## config.mk

```make
export PLATFORM = sky130hd
export DESIGN_NAME = modcal_tracker
export DESIGN_NICKNAME = d
export VERILOG_FILES = /design/src/rtl/modcal_pkg.sv /design/src/rtl/modcal_dp.sv /design/src/rtl/modcal_ctrl.sv /design/src/rtl/modcal_tracker.sv
export SDC_FILE = /design/constraint.sdc
export NUM_CORES = 1
export LEC_CHECK = 0
export ABC_AREA = 0
export BUFFER_PORTS_ARGS = -buffer_cell sky130_fd_sc_hd__clkbuf_2
export CAP_MARGIN = 40
export CORE_AREA = 10 10 47 49
export DETAILED_ROUTE_END_ITERATION = 6
export DIE_AREA = 0 0 57 59
export PLACE_DENSITY = 0.44
export SLEW_MARGIN = 0
export SYNTH_ARGS = -nofsm -noshare
export SYNTH_HDL_FRONTEND = slang
export SYNTH_SLANG_ARGS = --single-unit
```

## constraint.sdc

```tcl
create_clock -name clk -period 1.22 [get_ports clk]
set_input_delay 0.183 -clock clk [delete_from_list [all_inputs] [get_ports clk]]
set_output_delay 0.183 -clock clk [all_outputs]
set_load 0.05 [all_outputs]
```

## src/rtl/modcal_pkg.sv

```systemverilog
package modcal_pkg;
  // Strobes from control to datapath flags
  typedef struct packed {
    logic setPass;
    logic clrPass;
    logic setDone;
    logic clrDone;
  } flagStrobes_t;
endpackage

```

## src/rtl/modcal_dp.sv

```systemverilog
module modcal_dp
  import modcal_pkg::*;
#(
  parameter int DEPTH_W = 3
) (
  input  logic               clk,
  input  logic               rstN,
  input  logic [DEPTH_W-1:0] depthIn,
  input  flagStrobes_t       strb,
  output logic               modEn,
  output logic               depthChg,
  output logic               doneFlag,
  output logic               passFlag
);
  localparam logic [DEPTH_W-1:0] ZERO_DEPTH = '0;

  logic [DEPTH_W-1:0] depthQ;

  assign modEn    = (depthIn != ZERO_DEPTH);
  assign depthChg = modEn && (depthIn != depthQ);

  always_ff @(posedge clk) begin
    if (!rstN) depthQ <= ZERO_DEPTH;
    else       depthQ <= depthIn;
  end

  always_ff @(posedge clk) begin
    if (!rstN)             doneFlag <= 1'b0;
    else if (strb.clrDone) doneFlag <= 1'b0;
    else if (strb.setDone) doneFlag <= 1'b1;
  end

  always_ff @(posedge clk) begin
    if (!rstN)             passFlag <= 1'b0;
    else if (strb.clrPass) passFlag <= 1'b0;
    else if (strb.setPass) passFlag <= 1'b1;
  end
endmodule

```

## src/rtl/modcal_ctrl.sv

```systemverilog
module modcal_ctrl
  import modcal_pkg::*;
(
  input  logic         clk,
  input  logic         rstN,
  input  logic         modEn,
  input  logic         depthChg,
  input  logic         engDone,
  input  logic         engFail,
  input  logic         lockIn,
  output flagStrobes_t strb,
  output logic         startPulse
);
  logic pending;
  logic busy;
  logic accept;

  assign startPulse = pending && lockIn && modEn && !depthChg;
  assign accept     = busy && modEn && !depthChg;

  always_comb begin
    strb = '0;
    if (!modEn) begin
      strb.clrDone = 1'b1;
      strb.clrPass = 1'b1;
    end else if (depthChg) begin
      strb.clrDone = 1'b1;
    end else if (startPulse) begin
      strb.setPass = 1'b1;
    end else if (accept) begin
      strb.setDone = engDone;
      strb.clrPass = engFail;
    end
  end

  always_ff @(posedge clk) begin
    if (!rstN) begin
      pending <= 1'b0;
      busy    <= 1'b0;
    end else if (!modEn) begin
      pending <= 1'b0;
      busy    <= 1'b0;
    end else if (depthChg) begin
      pending <= 1'b1;
      busy    <= 1'b0;
    end else if (startPulse) begin
      pending <= 1'b0;
      busy    <= 1'b1;
    end else if (accept && engDone) begin
      busy    <= 1'b0;
    end
  end
endmodule

```

## src/rtl/modcal_tracker.sv

```systemverilog
module modcal_tracker
  import modcal_pkg::*;
#(
  parameter int DEPTH_W = 3
) (
  input  logic               clk,
  input  logic               rstN,
  input  logic [DEPTH_W-1:0] depthIn,
  input  logic               calDoneIn,
  input  logic               calFailIn,
  input  logic               lockIn,
  output logic               calDone,
  output logic               calPass,
  output logic               calStart,
  output logic               relockEn
);
  flagStrobes_t strb;
  logic modEn;
  logic depthChg;

  modcal_dp #(.DEPTH_W(DEPTH_W)) uDp (
    .clk      (clk),
    .rstN     (rstN),
    .depthIn  (depthIn),
    .strb     (strb),
    .modEn    (modEn),
    .depthChg (depthChg),
    .doneFlag (calDone),
    .passFlag (calPass)
  );

  modcal_ctrl uCtrl (
    .clk        (clk),
    .rstN       (rstN),
    .modEn      (modEn),
    .depthChg   (depthChg),
    .engDone    (calDoneIn),
    .engFail    (calFailIn),
    .lockIn     (lockIn),
    .strb       (strb),
    .startPulse (calStart)
  );

  assign relockEn = calDone && modEn;
endmodule

```

# Word level (Yosys, flattened, before mapping)
# Index checks and enable logic that the tools add are counted.
# Widths: inputs -> output; s select.
# totals
rom_bits	0
latchBits	0
in_bits	8
wordCells	37
ram_bits	0
regBits	7
n_memories	0
# classes
n_mul	0
reduce_logical	16
order_cmp	0
shift	0
addsub	0
mux	13
bitwise_logic	2
div_mod_pow	0
n_eq_ne	1
# op_table
op	count
$mux 1	10
$logic_and 1x1->1	8
$mux 2	2
$reduce_bool 2->1	2
$reduce_or 2->1	2
$mux 3	1
$ne 3x3->1	1
$reduce_bool 3->1	1
$reduce_or 3->1	1
$not 1->1	2
$reduce_and 2->1	1
$logic_not 1->1	1

# Longest topological paths before layout
# depth
word_depth	9
depth_mapped	4

# Cells and area by module
# A second synthesis with hierarchy kept.
# hier_totals
cells_unflattened	42
area_unflattened_um2	364.1
# modules_own_cells
module	cells_each	instances	area_each_um2
modcal_dp	25	1	231.5
modcal_ctrl	16	1	126.4
modcal_tracker	1	1	6.3

# Worst setup path after synthesis
# Ideal clock, no wire load.
# synth_path
path_kind	reg2out
start	register uDp.depthQ[1]
end	output calStart
t_arrival_ns	1.296
n_path_buf	0
slack_ns	-0.259
stages_incl_launch_ff	4
path_cell_list	dfxtp_1 xnor2_1 nand3_1 nor2_1
# synth_between
elab_chain_cells	4
# synth_rtl
item	line_no	text
start, declared	modcal_dp.sv:17	logic [DEPTH_W-1:0] depthQ;
start signal, assigned	modcal_dp.sv:24	else depthQ <= depthIn;
$ne 3x3->1	modcal_dp.sv:20	assign depthChg = modEn && (depthIn != depthQ);
$logic_and 1x1->1	modcal_dp.sv:20	
$logic_not 1->1	modcal_ctrl.sv:18	assign startPulse = pending && lockIn && modEn && !depthChg;
$logic_and 1x1->1	modcal_ctrl.sv:18	
end, declared	modcal_tracker.sv:14	output logic calStart,
# No other way between the ends.

# Worst setup path in the final report
# layout_path
start	register uDp.depthQ[0]
end	output calStart
# The elaborated chain is that of the path after synthesis.

==> metrics.md <==
| Metric | Value |
|---|---|
| Number of detailed-route iterations in the first pass | 4 |
| Measured slew at the worst slew-check pin | ~0.28 ns |
| Clock Skew | just under 0.0009 ns |
| Failing checks | negative setup slack |
| Crit path DAT | between 1 and 1.5 ns |
| Vias after detailed routing | 278 |
| Routed wire per std cell | roughly 12 um |
| Yosys reg bits | 7 |
| Die ar. | between 3000 and 4000 um^2 |
| Post-route DRC | 0 |
| Max Freq | just under 0.8 GHz |
| Final setup viols | 2 |
| Post-synthesis sequential area ratio | 48.70% |
| Worst vdd ir | 0.5357 mV |
| Clk Latency, worst-skew pair | 0.25 ns |
| Avg Synthesized Cell Area | about 10 um^2 |
| PD cells | 1033 nW/um^2 |
| Multiplexer area fraction after synthesis | 0% |
| Final WL | just under 800 um |
| Simple-Gate Fraction of Synth Area | 29.13% |
| TritonCTS sink count | 7 |
| Routability cong. | 0.6131 |
| Final ANT Viol Nets | 0 |
| Max transition margin | between 80% and 90% |
| Max-slew violations | 0 |
| Clk root buf | clkbuf_4 |
| Post-Synth Adder-Cell Area | 0% |
| Main combinational cell family by area after synthesis | simple AND/OR/NAND/NOR gates |
| Syn Inst Count | 28 |
| Worst-path clk slew | around 0.05 ns |
| Global-route wire length before repair | around 1200 um |
| Unrepaired setup endpoints after global routing | yes |
| Critical path class | reg2out |
| MaxCap Viol Count | 0 |
| GR Overflow Total | 0 |
| Total track usage | 4.443% |
| CTS Buf Count | 3 |
| Die width | 57 um |
| H-Tree Depth | 1 |
| Crit Path Max Fanout | 2 |
| Worst EP required | 1.04 ns |
| Crit share post-route | 104.7% |
| Total Nets Final | 57 |
| Yosys warnings | 0 |
| Lkg Pwr | approximately 0.21 nW |
| Die Span Y | between 50 and 60 um |
| Syn nets | 36 |
| Area delta synth->final | 85.65% |
| CTS Buffer Depth | 2 |
| Synth Area in Compound Gates | 13.04% |
| Kind of start point of the critical path | flop |
| Cell variety after synth | 16 |
| N_diodes | 0 |
| Final Critical Period | about 1.3 ns |
| Worst setup margin | -0.05758 ns |
| Place WS | -0.09303 ns |
| Core area | between 1000 and 1500 um^2 |
| Number of global-route vias before repair | ~270 |
| Synth Cell Area | between 200 and 300 um^2 |
| Final hold viol count | 0 |
| # IOs | 12 |
| Routed vias/inst | 4.344 |
| FILL cells | 148 |
| CTS tree | done |
| Iteration-0 DRC Markers | 2 |
| Critical Path Sink Type | output port |
| Post-Layout Cell Count | between 60 and 70 |
| Placed insts | 58 |
| Largest net degree at the start of global routing | 6 |
| Status | finished with violations |
| Initial Util | between 20% and 30% |
| Layout cells sized above 1 | 70.83% |
| Post-Synth XOR/XNOR Area | around 9.1% |
| Row count | 14 |
| Post-CTS Hold Buffers | 0 |
| Hold Path Class | in2reg |
| IO Port Bufs | 11 |
| Initial antenna violation count | 0 |
| Detail Placement HPWL | 573.5 um |
==> critical path: stages (launching register included) <==
cell	delay (ns)
dfxtp_2	0.32
xnor2_2	0.13
nand3_2	0.13
nor2_4	0.12
buf_12	0.14
==> through the flow <==
step / instance area, um^2 / hold slack [ns] / power, mW / util (%) / setup TNS (ns)
final: 534.3 / 0.2121 / 0.5520 / 38.13 / -0.06185
after global routing: 534.3 / 0.2157 / 0.5825 / 38.13 / -0.1880
after CTS: 474.2 / 0.1848 / 0.5424 / 33.84 / -0.09296
after detailed placement: 404.1 / 0.4437 / 0.3167 / 28.84 / -0.1252
after global placement: 404.1 / 0.4459 / 0.3177 / 28.84 / -0.1280
after floorplan: 291.5 / 0.3047 / 0.2823 / - / -0.04543
==> what timing repair did <==
action                                  CTS  global route
pin swaps                                 4             3
buffers inserted                          1             1
endpoints found under the setup margin    2             4
gates resized for setup                   7            10
==> synth_stat cells <==
library cell,n,area [um^2]
dfxtp_1,7,140.1
and2_1,3,18.77
xnor2_1,3,26.28
nand2_1,2,7.510
nor2_1,2,7.510
a211oi_1,1,7.510
a21oi_1,1,5.000
a41oi_1,1,8.760
and2_2,1,7.510
nand2b_1,1,6.260
nand3_1,1,5.000
nand3_2,1,10.01
nor3_2,1,10.01
o2111ai_1,1,8.760
o31ai_1,1,7.510
or3_4,1,11.26
==> registers in the layout, summed over array words and instances (netlist names) <==
| signal | cells |
|---|---|
| uDp.depthQ | 3 |
| uDp.doneFlag | 1 |
| uCtrl.busy | 1 |
| uCtrl.pending | 1 |
| uDp.passFlag | 1 |
==> layout by cell type (no fill, tap or decap), drive strengths merged <==
cell type	synthesis	layout
a211oi	1	1
a21oi	1	1
a41oi	1	1
and2	4	4
buf	0	7
clkbuf	0	13
dfxtp	7	7
nand2	2	2
nand2b	1	1
nand3	2	2
nor2	2	2
nor3	1	1
o2111ai	1	1
o31ai	1	1
or3	1	1
xnor2	3	3
==> layer usage <==
metal  track usage, %  vias to the layer above  routed length (um)
li1                 -                      139                   -
met1            4.255                      132                 263
met2            6.977                        5                 458
met3            2.790                        2                  53
met4            3.020                        0                  10
met5                0                        -                   0
==> where the power goes <==
part           switching, mW  total, mW  internal (mW)
logic                 0.0482     0.0962         0.0479
registers            0.00640      0.246          0.239
clock network         0.0852      0.210          0.125
total                  0.140      0.552          0.412
==> cells by family after synthesis <==
logic type / Yosys count
xor+xnor: 3
simple gates: 13
flops: 7
compound gates: 5
==> path summary, 6_finish.rpt <==
kind / from / to / slack, ns / cells past startpoint
max reg2reg: uDp.depthQ[0] / uDp.passFlag / 0.01 / 5
min reg2reg: uCtrl.busy / uCtrl.busy / 0.51 / 2
min: depthIn[1] / uDp.depthQ[1] / 0.21 / 2
max: uDp.depthQ[0] / calStart / -0.06 / 4
==> area by class of cell <==
cell class | count | area (um^2) | area share (%)
multi-input combinational | 21 | 216.5 | 40.52
sequential | 7 | 143.9 | 26.93
timing repair buffer | 16 | 127.6 | 23.89
clock buffer | 4 | 26.28 | 4.918
tap | 16 | 20.02 | 3.747
No activity file was read; power rests on OpenSTA's default activity.
